## config.mk

```make
export PLATFORM = sky130hd
export DESIGN_NAME = uart_dma_rdy
export DESIGN_NICKNAME = d
export VERILOG_FILES = /design/src/rtl/uart_dma_rdy_pkg.sv /design/src/rtl/dma_mode_dec.sv /design/src/rtl/dma_tx_rdy.sv /design/src/rtl/dma_rx_rdy.sv /design/src/rtl/txf_rst_pulse.sv /design/src/rtl/uart_dma_rdy.sv
export SDC_FILE = /design/constraint.sdc
export NUM_CORES = 1
export LEC_CHECK = 0
export CORE_AREA = 2 2 39 41
export CTS_BUF_LIST = sky130_fd_sc_hd__clkbuf_2
export CTS_CLUSTER_DIAMETER = 60
export DETAILED_ROUTE_END_ITERATION = 10
export DIE_AREA = 0 0 41 43
export SLEW_MARGIN = 20
export SYNTH_ARGS = -nofsm -noshare
export SYNTH_HDL_FRONTEND = slang
export SYNTH_SLANG_ARGS = --single-unit
```

## constraint.sdc

```tcl
create_clock -name clk_i -period 0.92 [get_ports clk_i]
set_input_delay 0.092 -clock clk_i [delete_from_list [all_inputs] [get_ports clk_i]]
set_output_delay 0.092 -clock clk_i [all_outputs]
set_load 0.02 [all_outputs]
```

## src/rtl/uart_dma_rdy_pkg.sv

```systemverilog
package uart_dma_rdy_pkg;
  typedef enum logic {
    XFER_SINGLE = 1'b0,
    XFER_MULTI  = 1'b1
  } xfer_mode_e;
endpackage

```

## src/rtl/dma_mode_dec.sv

```systemverilog
module dma_mode_dec
  import uart_dma_rdy_pkg::*;
(
  input  logic       fifo_en_i,
  input  logic       dma_mode_i,
  output xfer_mode_e mode_o
);
  always_comb begin
    mode_o = (fifo_en_i && dma_mode_i) ? XFER_MULTI : XFER_SINGLE;
  end
endmodule

```

## src/rtl/dma_tx_rdy.sv

```systemverilog
module dma_tx_rdy
  import uart_dma_rdy_pkg::*;
#(
  parameter int DEPTH = 64,
  parameter int CNT_W = 7
) (
  input  logic             clk_i,
  input  logic             rst_ni,
  input  xfer_mode_e       mode_i,
  input  logic             fifo_en_i,
  input  logic [CNT_W-1:0] tx_cnt_i,
  input  logic             thr_full_i,
  output logic             tx_rdy_no
);
  localparam logic [CNT_W-1:0] FullCnt = CNT_W'(DEPTH);

  logic tx_busy_d;
  logic tx_rdy_nq;

  always_comb begin
    if (mode_i == XFER_MULTI) begin
      // active while any slot is free
      tx_busy_d = (tx_cnt_i == FullCnt);
    end else if (fifo_en_i) begin
      tx_busy_d = (tx_cnt_i != '0);
    end else begin
      tx_busy_d = thr_full_i;
    end
  end

  always_ff @(posedge clk_i or negedge rst_ni) begin
    if (!rst_ni) tx_rdy_nq <= 1'b0;
    else         tx_rdy_nq <= tx_busy_d;
  end

  assign tx_rdy_no = tx_rdy_nq;
endmodule

```

## src/rtl/dma_rx_rdy.sv

```systemverilog
module dma_rx_rdy
  import uart_dma_rdy_pkg::*;
#(
  parameter int CNT_W = 7
) (
  input  logic             clk_i,
  input  logic             rst_ni,
  input  xfer_mode_e       mode_i,
  input  logic [CNT_W-1:0] rx_cnt_i,
  input  logic             rx_trig_i,
  input  logic             rx_tmo_i,
  output logic             rx_rdy_no
);
  logic rx_act_q;
  logic rx_act_d;
  logic rx_nonempty;

  assign rx_nonempty = (rx_cnt_i != '0);

  always_comb begin
    if (mode_i == XFER_MULTI) begin
      // set by event, released only when drained; set wins
      rx_act_d = rx_trig_i | rx_tmo_i | (rx_act_q & rx_nonempty);
    end else begin
      rx_act_d = rx_nonempty;
    end
  end

  always_ff @(posedge clk_i or negedge rst_ni) begin
    if (!rst_ni) rx_act_q <= 1'b0;
    else         rx_act_q <= rx_act_d;
  end

  assign rx_rdy_no = ~rx_act_q;
endmodule

```

## src/rtl/txf_rst_pulse.sv

```systemverilog
module txf_rst_pulse (
  input  logic clk_i,
  input  logic rst_ni,
  input  logic wr_i,
  output logic clr_o
);
  logic clr_q;

  always_ff @(posedge clk_i or negedge rst_ni) begin
    if (!rst_ni) clr_q <= 1'b0;
    else         clr_q <= wr_i;
  end

  assign clr_o = clr_q;
endmodule

```

## src/rtl/uart_dma_rdy.sv

```systemverilog
module uart_dma_rdy
  import uart_dma_rdy_pkg::*;
#(
  parameter  int DEPTH = 64,
  localparam int CNT_W = $clog2(DEPTH + 1)
) (
  input  logic             clk_i,
  input  logic             rst_ni,
  input  logic             fifo_en_i,
  input  logic             dma_mode_i,
  input  logic [CNT_W-1:0] tx_cnt_i,
  input  logic             thr_full_i,
  input  logic [CNT_W-1:0] rx_cnt_i,
  input  logic             rx_trig_i,
  input  logic             rx_tmo_i,
  input  logic             txf_rst_wr_i,
  output logic             tx_rdy_no,
  output logic             rx_rdy_no,
  output logic             txf_clr_o
);
  xfer_mode_e mode;

  dma_mode_dec u_mode (
    .fifo_en_i (fifo_en_i),
    .dma_mode_i(dma_mode_i),
    .mode_o    (mode)
  );

  dma_tx_rdy #(.DEPTH(DEPTH), .CNT_W(CNT_W)) u_tx (
    .clk_i     (clk_i),
    .rst_ni    (rst_ni),
    .mode_i    (mode),
    .fifo_en_i (fifo_en_i),
    .tx_cnt_i  (tx_cnt_i),
    .thr_full_i(thr_full_i),
    .tx_rdy_no (tx_rdy_no)
  );

  dma_rx_rdy #(.CNT_W(CNT_W)) u_rx (
    .clk_i    (clk_i),
    .rst_ni   (rst_ni),
    .mode_i   (mode),
    .rx_cnt_i (rx_cnt_i),
    .rx_trig_i(rx_trig_i),
    .rx_tmo_i (rx_tmo_i),
    .rx_rdy_no(rx_rdy_no)
  );

  txf_rst_pulse u_txf (
    .clk_i (clk_i),
    .rst_ni(rst_ni),
    .wr_i  (txf_rst_wr_i),
    .clr_o (txf_clr_o)
  );
endmodule

```

Word level (Yosys, flattened, before mapping)
Index checks and enable logic that the tools add are counted.
Storage, ports and cells
  bits in registers: 3
  input port bits: 22
Cells by class
  equality and inequality tests: 1
  reductions and logical operators: 3
  bitwise operators: 4
  multiplexer cells: 4
Operators by type and width (number)
  nonzero test 7 bit: 2
  equality test 7 bit, second input constant: 1
  2-to-1 mux 1 bit: 4
  bitwise OR 1 bit: 2
  AND 1 bit: 1
  logical AND 1 bit: 1
  NOT 1 bit: 1

Depth between registers and ports, before layout
  depth in word-level cells: 4
  depth in mapped cells: 3
  gate-level depth less buffers: 3

By module
A second synthesis with hierarchy kept.
Second synthesis, totals
  cell total of the unflattened synthesis: 16
  area, all modules: 178.9 sq um
Modules (own cells, without submodules)
  dma_tx_rdy: area an instance 82.6 sq um, cells an instance 7, sequential area each 25.0 sq um, times used 1
  dma_rx_rdy: area an instance 65.1 sq um, cells an instance 7, sequential area each 25.0 sq um, times used 1
  txf_rst_pulse: area an instance 25.0 sq um, cells an instance 1, sequential area each 25.0 sq um, times used 1
  dma_mode_dec: area an instance 6.3 sq um, cells an instance 1, sequential area each 0.0 sq um, times used 1

Least setup slack after synthesis
OpenSTA, ideal clock, no wires.
  path kind: input to register
  start: in rx_cnt_i[3]
  end: reg u_rx.rx_act_q
  buffers on the path: 0
  stages on the path: 3
  arrival: 837 ps
  setup slack: -44 ps
  required time: 794 ps
  cells stage by stage: or4_1 -> nor4_2 -> o22ai_1
Between the ends
  cells in the longest elaborated chain, start to end: 4
Ends and longest elaborated chain
  from (decl): line uart_dma_rdy.sv:13  | input logic [CNT_W-1:0] rx_cnt_i,
  nonzero test 7 bit *: line dma_rx_rdy.sv:18  | assign rx_nonempty = (rx_cnt_i != '0);
  AND 1 bit: line dma_rx_rdy.sv:23  | rx_act_d = rx_trig_i | rx_tmo_i | (rx_act_q & rx_nonempty);
  bitwise OR 1 bit: line dma_rx_rdy.sv:23
  2-to-1 mux 1 bit *: line dma_rx_rdy.sv:21  | if (mode_i == XFER_MULTI) begin
  net u_rx.rx_act_d: line dma_rx_rdy.sv:15  | logic rx_act_d;
  to (signal assigned): line dma_rx_rdy.sv:31  | else rx_act_q <= rx_act_d;
  to (decl): line dma_rx_rdy.sv:14  | logic rx_act_q;
The timed path passes the listed nets; every way through them passes the cells marked *.

Worst setup path after layout
  start: reg u_tx.tx_rdy_nq, in the netlist u_tx.tx_rdy_no
  end: out tx_rdy_no
RTL lines
  from (decl): line dma_tx_rdy.sv:18  | logic tx_rdy_nq;
  from (signal assigned): line dma_tx_rdy.sv:33  | else tx_rdy_nq <= tx_busy_d;
  to (decl): line uart_dma_rdy.sv:17  | output logic tx_rdy_no,
No word-level cell between the ends.

==> run_results.csv <==
group,metric,value,unit
status,status,"completed",
clock_tree,insertion_delay,200,ps
global_route,grt_max_degree,4,
critical_path,timing.critical_path.buf_inv,1,
finish,syn_to_final_growth,191.6,%
synth,yosysWarnings,0,
power_and_ir_drop,power_density,1016,mW/mm^2
clock_tree,cts_buffers,3,
detailed_routing,routed-wl-met2,270,um
floorplanning,initial_core_util,10.76,%
clock_tree,cts_root_buf,"clkbuf_2",
clock_tree,cts_tree,"done",
sta,max_freq,1119,MHz
min_path,min_path_type,"in2async",
global_route,grt_pass1_wl,848,um
detailed_routing,wl_met1,200,um
global_route,grtUsageTotal,7.523,%
detailed_routing,top_layer,"met3",
power_and_ir_drop,ir_drop,0.2684,mV
critical_path,cp-end-kind,"primary output",
placement,gp_congestion,0.5932,
detailed_routing,drt_iter0_drc,3,
placement,post-place-ws,-495.4,ps
synth,synth_cells,16,
synth,syn_nets,38,
critical_path,cp_slowest_cell,"dfrtp_1",
finish,final_area,434.2,um^2
floorplanning,die_w,41,um
synth,ys_ff_latch,3,
placement,hpwl,427.9,um
sta,rsz0062_at_grt,"no",
global_route,antenna_found_initial,0,
sta,drv_slew,0,
synth,synth_area_per_cell,9.306,um^2
finish,diodes,0,
detailed_routing,wl,515,um
critical_path,path_cells,"clkdlybuf4s15_2",
floorplanning,num_rows,14,
critical_path,crit_fanout,1,
sta,slew_headroom,81.93,%
synth,synth_top_area_share,50.42,%
sta,finalHoldViolCount,0,
floorplanning,coreArea,0.001384,mm^2
global_route,grt_pass1_vias,232,
power_and_ir_drop,p_comb_share,26.5,%
critical_path,start_kind,"register",
finish,fin_nets,68,
finish,drive_above_1_share,31.11,%
clock_tree,hold_buffers,0,
critical_path,reg2reg_from,"u_rx.rx_act_q",
sta,min_period_over_period,97.10,%
detailed_routing,drcViolationCount,0,
critical_path,path_depth,1,
critical_path,ff2ff_setup_slack,120,ps
power_and_ir_drop,p_seq_share,31.7,%
sta,worst_pin_slew,268.8,ps
critical_path,reg2reg_depth,3,
synth,ys_top_cells_by_count,"nor2_1 (4), dfrtp_1 (3)",
power_and_ir_drop,cell_internal_pwr,336.6,uW
clock_tree,cts_buffer_depth,2,
power_and_ir_drop,p_leak,0.1985,nW
synth,ys_async_sr_fraction,100.0,%
sta,skew,0,ps
synth,yosysMostFrequentCell,"nor2_1",
clock_tree,htreeDepth,1,
detailed_routing,wire_per_inst,8.443,um
finish,fillers,160,
critical_path,cp.arrival,800,ps
job,max_cap_viol_count,0,
synth,synth_top_area_cell,"dfrtp_1",
floorplanning,fp.dieH,43,um
detailed_routing,dr_wl_met3,44,um
synth,synth_edf_count,0,
floorplanning,die_area,0.001763,mm^2
synth,yosysSeqAreaShare,50.42,%
power_and_ir_drop,clkPwrFrac,41.7,%
detailed_routing,first_pass_iters,2,
synth,synth_ff_type,"dfrtp_1",
synth,synth_area_leaders,"dfrtp_1 (50%), nor2_1 (10%), nor4_2 (8.4%), a21o_1 (5.0%), or4_1 (5.0%)",
placement,port_buffers,24,
clock_tree,clkTransAtPathRegs,40,ps
clock_tree,clkSinkCount,3,
sta,finalSetupViolCount,0,
critical_path,criticalPathCategory,"reg2out",
critical_path,max_stage_delay,350,ps
sta,final.min_clock_period,893.3,ps
placement,placed_area,416.7,um^2
power_and_ir_drop,p_sw_share,23.67,%
floorplanning,io_pins,25,
synth,netlist_area,148.9,um^2
detailed_routing,num_vias,221,
critical_path,cp_top_family,"flip-flops",
power_and_ir_drop,switchingPower,104.4,uW
detailed_routing,viasPerCell,3.623,
global_route,grt_overflow,0,
detailed_routing,ant_nets,0,
critical_path,r2r_end,"u_rx.rx_act_q",
critical_path,crit_required,830,ps
sta,worst_slack,26.70,ps
synth,synth.distinct_cells,11,
clock_tree,post_cts.repair.setup_buffers,0,
-- area by class of cell --
type                            count  area [um^2]  area share, %
Tap cell                           16        20.02          4.611
Timing Repair Buffer               25        235.2          54.18
Multi-Input combinational cell     12        80.08          18.44
Sequential cell                     3        75.07          17.29
Inverter                            1        3.754         0.8646
Clock buffer                        4        20.02          4.611
-- power by group through the flow --
stage / Clock (mW) / Combinational (mW) / Sequential (mW)
after floorplan: 0 / 0.0123 / 0.150
after global placement: 0 / 0.126 / 0.142
after detailed placement: 0 / 0.126 / 0.142
after CTS: 0.192 / 0.119 / 0.140
after global routing: 0.194 / 0.128 / 0.140
final: 0.184 / 0.117 / 0.140
-- repair_timing --
action,CTS,global route
endpoints found under the setup margin,5,2
resized for setup,27,1
pin swaps,6,5
-- through the flow --
stage / TNS [ps] / utilization, % / total power, mW / hold slack (ps) / instances
floorplan: -43.82 / - / 0.1618 / -203.6 / 16
finish: 0 / 31.37 / 0.4410 / 72.13 / 61
CTS: -39.38 / 31.19 / 0.4506 / 63.63 / 61
global placement: -1093 / 30.11 / 0.2676 / 287.1 / 57
global route: 0 / 31.37 / 0.4621 / 77.08 / 61
detailed placement: -1180 / 30.11 / 0.2675 / 286.6 / 57
-- sequential cells by signal, indices dropped and copies added (netlist names) --
signal          cells
u_rx.rx_act_q       1
u_tx.tx_rdy_no      1
u_txf.clr_o         1
-- worst max path at each step --
stage,slack (ps),from,end
final,30,u_tx.tx_rdy_no,tx_rdy_no
after CTS,-40,rx_cnt_i[4],u_rx.rx_act_q
after detailed placement,-500,rx_cnt_i[3],u_rx.rx_act_q
after global routing,0.8,u_txf.clr_o,txf_clr_o
after floorplan,-40,rx_cnt_i[3],u_rx.rx_act_q
after global placement,-450,rx_cnt_i[3],u_rx.rx_act_q
-- layer usage --
metal / track usage, % / vias to the layer above
li1: - / 116
met1: 8.013 / 90
met2: 10.94 / 15
met3: 0 / 0
met4: 10.00 / 0
met5: 0 / -
-- cells in the final DEF, fill, tap and decap left out --
cell             instances
a21o_1                   1
clkdlybuf4s50_1         13
clkdlybuf4s15_1          1
dlygate4sd2_1            3
nor4_2                   2
dlymetal6s2s_1           1
clkbuf_2                 4
nand2_1                  1
nor2_1                   4
o22ai_1                  1
inv_1                    1
nand3_1                  1
buf_6                    1
or4_4                    1
buf_4                    1
buf_2                    3
a31oi_1                  1
clkdlybuf4s15_2          2
dfrtp_1                  3
-- cells by family (layout without fill, tap and decap cells) --
family | Yosys count | after routing | share of synthesized area [%]
AO/OA/AOI/OAI | 3 | 3 | 13.45
buffers and inverters | 1 | 30 | 2.519
flip-flops | 3 | 3 | 50.42
AND/OR/NAND/NOR | 9 | 9 | 33.61
Note: power is estimated with default switching activity, not from simulation.
